File: config.mk
export PLATFORM = sky130hd
export DESIGN_NAME = cart_halfbank_switch
export DESIGN_NICKNAME = d
export VERILOG_FILES = /design/src/rtl/cart_bank_pkg.sv /design/src/rtl/cart_addr_decode.sv /design/src/rtl/cart_bank_reg.sv /design/src/rtl/cart_addr_join.sv /design/src/rtl/cart_halfbank_switch.sv
export SDC_FILE = /design/constraint.sdc
export NUM_CORES = 1
export LEC_CHECK = 0
export ABC_AREA = 1
export BUFFER_PORTS_ARGS = -buffer_cell sky130_fd_sc_hd__buf_4
export CAP_MARGIN = 40
export CELL_PAD_IN_SITES_DETAIL_PLACEMENT = 1
export CELL_PAD_IN_SITES_GLOBAL_PLACEMENT = 1
export CORE_MARGIN = 5
export CORE_UTILIZATION = 25
export DETAILED_ROUTE_END_ITERATION = 10
export PLACE_DENSITY_LB_ADDON = 0.1
export SYNTH_ARGS = -nofsm -noshare
export SYNTH_HDL_FRONTEND = slang
export SYNTH_SLANG_ARGS = --single-unit
File: constraint.sdc
create_clock -name clk -period 1.3 [get_ports clk]
set_input_delay 0.26 -clock clk [delete_from_list [all_inputs] [get_ports clk]]
set_output_delay 0.26 -clock clk [all_outputs]
set_load 0.05 [all_outputs]
File: src/rtl/cart_bank_pkg.sv
package cart_bank_pkg;

    localparam int OFFSET_W   = 12;
    localparam int CPU_ADDR_W = 16;

    typedef enum logic [1:0] {
        HALF_NONE = 2'd0,
        HALF_ROM  = 2'd1,
        HALF_RAM  = 2'd2
    } half_e;

    typedef struct packed {
        half_e half;
        logic  rom_trig;
        logic  ram_trig;
    } decode_t;

    typedef struct packed {
        logic rom_ce;
        logic ram_ce;
        logic ram_we;
        logic rom_load;
        logic ram_load;
    } access_t;

    function automatic decode_t classify(input logic [CPU_ADDR_W-1:0] a);
        decode_t d;
        unique case (a[15:12])
            4'h6:    d.half = HALF_ROM;
            4'h7:    d.half = HALF_RAM;
            default: d.half = HALF_NONE;
        endcase
        d.rom_trig = (a[15:8] == 8'h60);
        d.ram_trig = (a[15:8] == 8'h68);
        return d;
    endfunction

endpackage

File: src/rtl/cart_addr_decode.sv
module cart_addr_decode
    import cart_bank_pkg::*;
(
    input  logic                  cs,
    input  logic                  we,
    input  logic [CPU_ADDR_W-1:0] addr,
    output access_t               acc
);
    decode_t dec;

    always_comb begin
        dec          = classify(addr);
        acc.rom_ce   = cs && !we && (dec.half == HALF_ROM);
        acc.ram_ce   = cs && (dec.half == HALF_RAM);
        acc.ram_we   = cs && we && (dec.half == HALF_RAM);
        acc.rom_load = cs && we && dec.rom_trig;
        acc.ram_load = cs && we && dec.ram_trig;
    end
endmodule

File: src/rtl/cart_bank_reg.sv
module cart_bank_reg #(
    parameter int W = 4
) (
    input  logic         clk,
    input  logic         rst,
    input  logic         load,
    input  logic [W-1:0] d,
    output logic [W-1:0] q
);
    always_ff @(posedge clk) begin
        if (rst)       q <= '0;
        else if (load) q <= d;
    end
endmodule

File: src/rtl/cart_addr_join.sv
module cart_addr_join
    import cart_bank_pkg::*;
#(
    parameter int BW = 4,
    localparam int OW = BW + OFFSET_W
) (
    input  logic [BW-1:0]       bank,
    input  logic [OFFSET_W-1:0] offset,
    output logic [OW-1:0]       ext_addr
);
    assign ext_addr = {bank, offset};
endmodule

File: src/rtl/cart_halfbank_switch.sv
module cart_halfbank_switch
    import cart_bank_pkg::*;
#(
    parameter int ROM_BANK_W = 7,
    parameter int RAM_BANK_W = 8,
    localparam int ROM_AW = ROM_BANK_W + OFFSET_W,
    localparam int RAM_AW = RAM_BANK_W + OFFSET_W
) (
    input  logic              clk,
    input  logic              rst,
    input  logic              cs,
    input  logic              we,
    input  logic [15:0]       addr,
    input  logic [7:0]        wdata,
    output logic [ROM_AW-1:0] rom_addr,
    output logic              rom_ce,
    output logic [RAM_AW-1:0] ram_addr,
    output logic              ram_ce,
    output logic              ram_we
);
    access_t               acc;
    logic [ROM_BANK_W-1:0] rom_bank_q;
    logic [RAM_BANK_W-1:0] ram_bank_q;

    cart_addr_decode u_dec (
        .cs   (cs),
        .we   (we),
        .addr (addr),
        .acc  (acc)
    );

    cart_bank_reg #(.W(ROM_BANK_W)) u_rom_bank (
        .clk  (clk),
        .rst  (rst),
        .load (acc.rom_load),
        .d    (addr[ROM_BANK_W:1]),
        .q    (rom_bank_q)
    );

    cart_bank_reg #(.W(RAM_BANK_W)) u_ram_bank (
        .clk  (clk),
        .rst  (rst),
        .load (acc.ram_load),
        .d    (wdata[RAM_BANK_W-1:0]),
        .q    (ram_bank_q)
    );

    cart_addr_join #(.BW(ROM_BANK_W)) u_rom_join (
        .bank     (rom_bank_q),
        .offset   (addr[OFFSET_W-1:0]),
        .ext_addr (rom_addr)
    );

    cart_addr_join #(.BW(RAM_BANK_W)) u_ram_join (
        .bank     (ram_bank_q),
        .offset   (addr[OFFSET_W-1:0]),
        .ext_addr (ram_addr)
    );

    assign rom_ce = acc.rom_ce;
    assign ram_ce = acc.ram_ce;
    assign ram_we = acc.ram_we;
endmodule

# Word-level counts from Yosys, hierarchy flattened
# Index checks and enable logic that the tools add are counted.
# word_totals
regBits,15
out_inout_bits,42
wordCells,17
# op_classes
n_mux,1
n_reduce_logical,8
n_eq_ne,6
# ops
operator,n
"equality test 8 x 7 -> 1 bit, second input constant",2
"equality test 4 x 3 -> 1 bit, second input constant",2
logical AND 1 bit,7
one-hot mux 2 bit (2 select lines),1
"equality test 2 x 1 -> 1 bit, second input constant",1
"equality test 2 bit, second input constant",1
logical NOT 1 bit,1

# Depth between registers and ports, before layout
# Gate-level depths: netlist (run 1).
# depth
word_depth,4
ltp_mapped,7
mapped_depth_nobuf,7

# Modules after synthesis
# A second synthesis (run 1) with hierarchy kept.
# hier_totals
hier_cells,155
hier_area_um2,1006.0
# by_module_without_submodules
module,area_per_inst_um2,cells_each,instances
cart_bank_reg at u_ram_bank,341.6,51,1
cart_bank_reg at u_rom_bank,286.5,44,1
cart_addr_join at u_ram_join,150.1,20,1
cart_addr_join at u_rom_join,142.6,19,1
cart_addr_decode,85.1,21,1

# Worst setup path before layout (run 1)
# Ideal clock, no wire load.
# synth_path
kind,input to output
start,in addr[15]
end,out rom_ce
t_arrival_ps,1616
required_ps,1040
slack_ps,-576
path_stages,3
path_cell_list,inv_1 -> nand4_2 -> nor3_1
# synth_via
elab_chain_len,4
elab_cells_between_ends,5
# synth_rtl
element,line_no,source
start: declaration,cart_halfbank_switch.sv:13,"input logic [15:0] addr,"
equality test 4 x 3 -> 1 bit,cart_bank_pkg.sv:28,unique case (a[15:12])
one-hot mux 2 bit (2 select lines) (*),cart_bank_pkg.sv:28,
equality test 2 x 1 -> 1 bit (*),cart_addr_decode.sv:13,acc.rom_ce = cs && !we && (dec.half == HALF_ROM);
logical AND 1 bit (*),cart_addr_decode.sv:13,
end: declaration,cart_halfbank_switch.sv:16,"output logic rom_ce,"
# Mark *: on every way between the ends. The rest lies on a longest branch, timed or not.

# Worst setup path in the final report (run 1)
# Ends and elaborated chain as after synthesis.

==> flow_summary_export.csv, run 1 <==
group,metric,value,unit
critical_path,worst_ep_required_time,1040,ps
clock_network,cts_buffers,3,
sta,finalSetupViolCount,0,
global_routing,grt_max_degree,16,
sta,worstMarginPinSlew,475.1,ps
clock_network,path_clk_slew,60,ps
critical_path,critPathArrivalTime,950,ps
floorplan,die_y,71.64,um
sta,post-route-min-period,1213,ps
cells_and_area,antennaDiodeCount,0,
power_and_ir_drop,p_per_area,835.9,nW/um^2
yosys,post_synth_num_cell_types,15,
yosys,synth.ff_latch_count,15,
cells_and_area,drive_gt1_frac,0.4362,
clock_network,cts_resized,0,
critical_path,path_class,"in2out",
sta,skew,0,ps
global_routing,grt_pass1_wl,4.353,mm
place,postPlaceCellArea,1349,um^2
clock_network,cts_sinks,15,
clock_network,cts_setup_buffers,0,
sta,fin_crit_sh,0.9334,
floorplan,core-area,3661,um^2
global_routing,grt_antenna_before_repair,0,
yosys,syn_inst,142,
routing,drc,0,
hold_path,hold_path.class,"in2reg",
yosys,synth_top_cell_by_area,"dfxtp_1",
cells_and_area,n_fill_cell,475,
yosys,syn-cell-area,949.7,um^2
floorplan,die_area,5132,um^2
routing,routed_wl,2.707,mm
cells_and_area,design_area,1395,um^2
floorplan,io_pins,70,
clock_network,cts_tree,"done",
cells_and_area,fin_cells,236,
routing,dr_total_vias,953,
yosys,ys_seq_area_frac,0.3162,
yosys,yosys_warnings,0,
power_and_ir_drop,p_leak,0.0007282,uW
critical_path,start_kind,"input pin",
yosys,synth_flop_cell,"dfxtp_1",
critical_path,end_kind,"output pin",
yosys,ys_top_cells_by_area,"dfxtp_1 (32%), buf_4 (19%), nor2_1 (13%)",
place,port_buffers,66,
yosys,synth_most_common_cell,"nor2_1",
sta,finalMaxSlewViolations,0,
routing,wl_per_cell,11.47,um
place,dp_cells,232,
global_routing,grt_overflow,0,
floorplan,chipWidth,71.64,um
cells_and_area,syn_to_final_growth,46.90,%
place,dp_hpwl,2.216,mm
place,gp_congestion,0.7491,
global_routing,grt.total_usage,0.1047,
clock_network,clock_insertion_delay_worst_skew,240,ps
floorplan,std_cell_rows,22,
floorplan,start_util,0.2594,
yosys,syn-num-nets,170,
sta,slew-limit-headroom,0.6829,
clock_network,root_buffer,"clkbuf_8",
routing,via_per_inst,4.038,
critical_path,cp_max_fo,3,
yosys,synth_top_area_frac,0.3162,
power_and_ir_drop,ir_drop,422.2,uV
routing,ant_nets,0,
power_and_ir_drop,total_power,1166,uW
yosys,synthArstFlopShare,0,
flow_run,maxCapViolations,0,
routing,first_pass_iters,4,
global_routing,grt_pass1_vias,977,
sta,finalHoldViolCount,0,
cells_and_area,fin_nets,217,
sta,fmax,0.8241,GHz
yosys,synth_edf_count,0,
outcome,status,"finished, final reports clean",
clock_network,hold_buffers,0,
clock_network,htreeDepth,1,
routing,dr.first_iter.drc_count,39,
clock_network,cts_buffer_depth,2,
cells_and_area,final_core_util,0.3811,
yosys,avgSynthCellArea,6.688,um^2
sta,rsz0062_at_grt,"no",
yosys,synth_common_cells,"nor2_1 (34), buf_4 (24), inv_1 (21), nand2_1 (18), nand3_1 (17)",
==> metrics by stage <==
step | hold WS, ps | setup TNS [ps] | setup WS, ps
finish | 332.2 | 0 | 86.61
global route | 360.5 | 0 | 26.42
CTS | 333.0 | 0 | 81.78
detailed placement | 485.6 | 0 | 42.04
global placement | 471.7 | 0 | 57.30
floorplan | 461.6 | -139.7 | -69.86
==> layout make-up <==
| class | count | area (um^2) | share of cell area |
|---|---|---|---|
| clock buffers | 3 | 41.29 | 0.02960 |
| clock inverters | 1 | 5.005 | 0.003587 |
| multi-input cells | 79 | 382.9 | 0.2744 |
| inverters | 22 | 82.58 | 0.05919 |
| well taps | 48 | 60.06 | 0.04305 |
| repair buffers | 68 | 523.0 | 0.3749 |
| flip-flops and latches | 15 | 300.3 | 0.2152 |
==> power breakdown <==
part / internal [uW] / switching, uW / leakage, uW / total [uW]
Clock: 212 / 161 / 0.0000255 / 372
Combinational: 117 / 216 / 0.000582 / 333
Sequential: 460 / 0.329 / 0.000121 / 461
==> state kept, by name (all words and copies together), names as in the netlist <==
signal	cells
u_rom_bank.q	7
u_ram_bank.q	8
==> critical path, stage by stage <==
cell and delay, ps:
buf_4 110, inv_1 100, nand4_2 140, nor3_4 130, buf_4 210
==> path summary, 6_finish.rpt <==
path / slack, ps / startpoint / cells past startpoint / end
max reg2reg: 720 / u_rom_bank.q[6] / 2 / u_rom_bank.q[6]
min reg2reg: 500 / u_ram_bank.q[4] / 2 / u_ram_bank.q[4]
min: 330 / wdata[4] / 5 / u_ram_bank.q[4]
max: 90 / addr[15] / 5 / rom_ce
==> per-layer routing <==
| metal | global-route usage | share of wire | vias up |
|---|---|---|---|
| met5 | 0 | 0 | - |
| met2 | 0.1847 | 0.50 | 36 |
| met4 | 0.02505 | 0.0063 | 0 |
| met3 | 0.04208 | 0.093 | 2 |
| met1 | 0.1173 | 0.40 | 420 |
| li1 | - | - | 495 |
==> logic make-up after synthesis <==
kind of cell / Yosys count / synth area share
buffers and inverters: 48 / 0.2925
flip-flops: 15 / 0.3162
AND/OR/NAND/NOR: 79 / 0.3913
==> layout by cell type, fill, tap and decap left out <==
master,netlist,routed
buf_12,0,1
buf_4,24,67
clkbuf_8,0,3
clkinv_2,0,1
dfxtp_1,15,15
inv_1,21,21
inv_2,1,1
nand2_1,18,18
nand3_1,17,17
nand3_2,1,1
nand4_1,1,1
nand4_2,1,1
nor2_1,34,34
nor2_2,2,2
nor2_4,4,4
nor3_4,0,1
Power figures use the tool's default switching activity.
==> run 2, diff against run 1 <==
--- a/config.mk
+++ b/config.mk
@@ -11,7 +11,7 @@
 export CELL_PAD_IN_SITES_DETAIL_PLACEMENT = 1
 export CELL_PAD_IN_SITES_GLOBAL_PLACEMENT = 1
 export CORE_MARGIN = 5
-export CORE_UTILIZATION = 25
+export CORE_UTILIZATION = 27
 export DETAILED_ROUTE_END_ITERATION = 10
 export PLACE_DENSITY_LB_ADDON = 0.1
 export SYNTH_ARGS = -nofsm -noshare
==> constraint.sdc (replaced) <==
create_clock -name clk -period 1.5 [get_ports clk]
set_input_delay 0.3 -clock clk [delete_from_list [all_inputs] [get_ports clk]]
set_output_delay 0.3 -clock clk [all_outputs]
set_load 0.05 [all_outputs]
==> flow_summary_export.csv, run 2 (synthesis gave the netlist of run 1 again) <==
group,metric,value,unit
critical_path,crit_buf_inv,3,
sta,fin_crit_sh,0.8605,
routing,wl_per_cell,11.61,um
sta,finalHoldViolCount,0,
routing,via_per_inst,4.124,
clock_network,clock_insertion_delay_worst_skew,280,ps
clock_network,cts_setup_buffers,0,
sta,finalMaxSlewViolations,0,
routing,drc,0,
power_and_ir_drop,pwr-share-seq,0.435,
cells_and_area,reg_top3,"u_ram_bank.q x8, u_rom_bank.q x7",
place,postPlaceCellArea,1326,um^2
sta,finalSetupViolCount,0,
critical_path,crit_path_frequent_cell,"buf_4",
sta,post-route-min-period,1291,ps
critical_path,max_stage_delay,210,ps
sta,slew-limit-headroom,0.6785,
critical_path,cp_max_fo,3,
clock_network,path_clk_slew,90,ps
sta,rsz0062_at_grt,"no",
place,port_buffers,66,
floorplan,io_pins,70,
cells_and_area,fin_nets,216,
power_and_ir_drop,netSwitchingPower,314.9,uW
routing,dr_total_vias,961,
routing,dr.first_iter.drc_count,38,
sta,worstMarginPinSlew,481.8,ps
place,gp_congestion,0.6913,
floorplan,std_cell_rows,21,
flow_run,maxCapViolations,0,
hold_path,hold_path.class,"in2reg",
critical_path,crit_family,"buffers and inverters",
floorplan,die_y,69.31,um
place,dp_hpwl,2.254,mm
routing,ant_nets,0,
cells_and_area,n_fill_cell,456,
floorplan,core-area,3363,um^2
critical_path,cp_cell_sequence,"buf_4 > inv_1 > nand4_2 > nor3_4 > buf_4",
power_and_ir_drop,internal_power,600.6,uW
outcome,status,"finished, final reports clean",
floorplan,start_util,0.2824,
critical_path,critPathArrivalTime,990,ps
cells_and_area,design_area,1353,um^2
power_and_ir_drop,comb_power_share,0.312,
clock_network,cts_buffers,3,
sta,skew,0,ps
clock_network,cts_buffer_depth,2,
critical_path,start_kind,"input pin",
power_and_ir_drop,p_leak,0.0007094,uW
sta,tns,0,ps
clock_network,cts_sinks,15,
cells_and_area,largest_reg_flops,8,
global_routing,grt_max_degree,16,
floorplan,chipWidth,69.31,um
sta,fmax,0.7748,GHz
power_and_ir_drop,ir_drop,314.0,uV
clock_network,htreeDepth,1,
critical_path,cp_slowest_cell,"buf_4",
global_routing,grt_overflow,0,
clock_network,root_buffer,"clkbuf_4",
routing,routed_wl,2.704,mm
cells_and_area,top_register,"u_ram_bank.q",
cells_and_area,syn_to_final_growth,42.42,%
clock_network,cts_tree,"done",
cells_and_area,layout_common_cells,"buf_4 (67), nor2_1 (34), inv_1 (21)",
global_routing,grt_antenna_before_repair,0,
critical_path,worst_ep_required_time,1200,ps
cells_and_area,layout_commonest_cell,"buf_4",
floorplan,die_area,4803,um^2
routing,first_pass_iters,3,
cells_and_area,antennaDiodeCount,0,
clock_network,hold_buffers,0,
global_routing,grt_pass1_wl,4.574,mm
global_routing,grt.total_usage,0.1139,
global_routing,grt_pass1_vias,1017,
cells_and_area,drive_gt1_frac,0.4278,
critical_path,end_kind,"output pin",
power_and_ir_drop,p_per_area,676.8,nW/um^2
power_and_ir_drop,p_clk_frac,0.252,
critical_path,path_class,"in2out",
power_and_ir_drop,swShare,0.3440,
clock_network,cts_resized,0,
run 2: changes by cell type in the layout (fill, tap and decap cells not counted):
cell | before | now
buf_12 | 1 | 0
clkbuf_1 | 0 | 1
clkinv_2 | 1 | 0
clkbuf_4 | 0 | 3
clkbuf_8 | 3 | 0
run 2: worst paths after layout:
check | start | to | slack, ps | cells past startpoint
setup / recovery | addr[15] | rom_ce | 210 | 5
hold / removal | wdata[3] | u_ram_bank.q[3] | 320 | 5
setup reg to reg | u_rom_bank.q[1] | u_rom_bank.q[1] | 900 | 2
hold reg to reg | u_ram_bank.q[3] | u_ram_bank.q[3] | 490 | 2
run 2: routing by layer:
metal  global-route usage  routed length (um)  vias to the layer above
met2               0.2193                1405                       37
met3              0.04203                 208                        2
met1               0.1172                1068                      428
li1                     -                   -                      494
met4              0.01952                  21                        0
met5                    0                   0                        -
run 2: through the flow:
stage	hold slack (ps)	std cells	util	worst slack, ps	power (uW)
floorplan	501.6	142	-	50.14	630.6
global placement	465.0	229	0.3943	211.3	693.0
detailed placement	476.8	229	0.3943	187.2	696.8
CTS	325.4	233	0.4022	202.3	925.6
global route	357.3	233	0.4022	177.9	961.1
finish	323.9	233	0.4022	209.3	915.5
run 2: layout make-up:
type	instances	area, um^2	area share
Inverter	22	82.58	0.06105
Timing Repair Buffer	67	503.0	0.3719
Clock buffer	4	26.28	0.01943
Multi-Input combinational cell	79	382.9	0.2831
Tap cell	46	57.56	0.04255
Sequential cell	15	300.3	0.2220
run 2: worst register-to-register path, delay by kind of cell, from the launching register on:
kind,cells,cell delay (ps)
flops,1,330
simple gates,2,170
run 2: power by group through the flow:
stage | Clock [uW] | Combinational [uW] | Sequential [uW]
4_1_cts | 238 | 289 | 399
3_3_place_gp | 0 | 285 | 408
6_report | 231 | 286 | 399
2_1_floorplan | 0 | 221 | 410
5_1_grt | 258 | 304 | 399
3_5_place_dp | 0 | 289 | 408
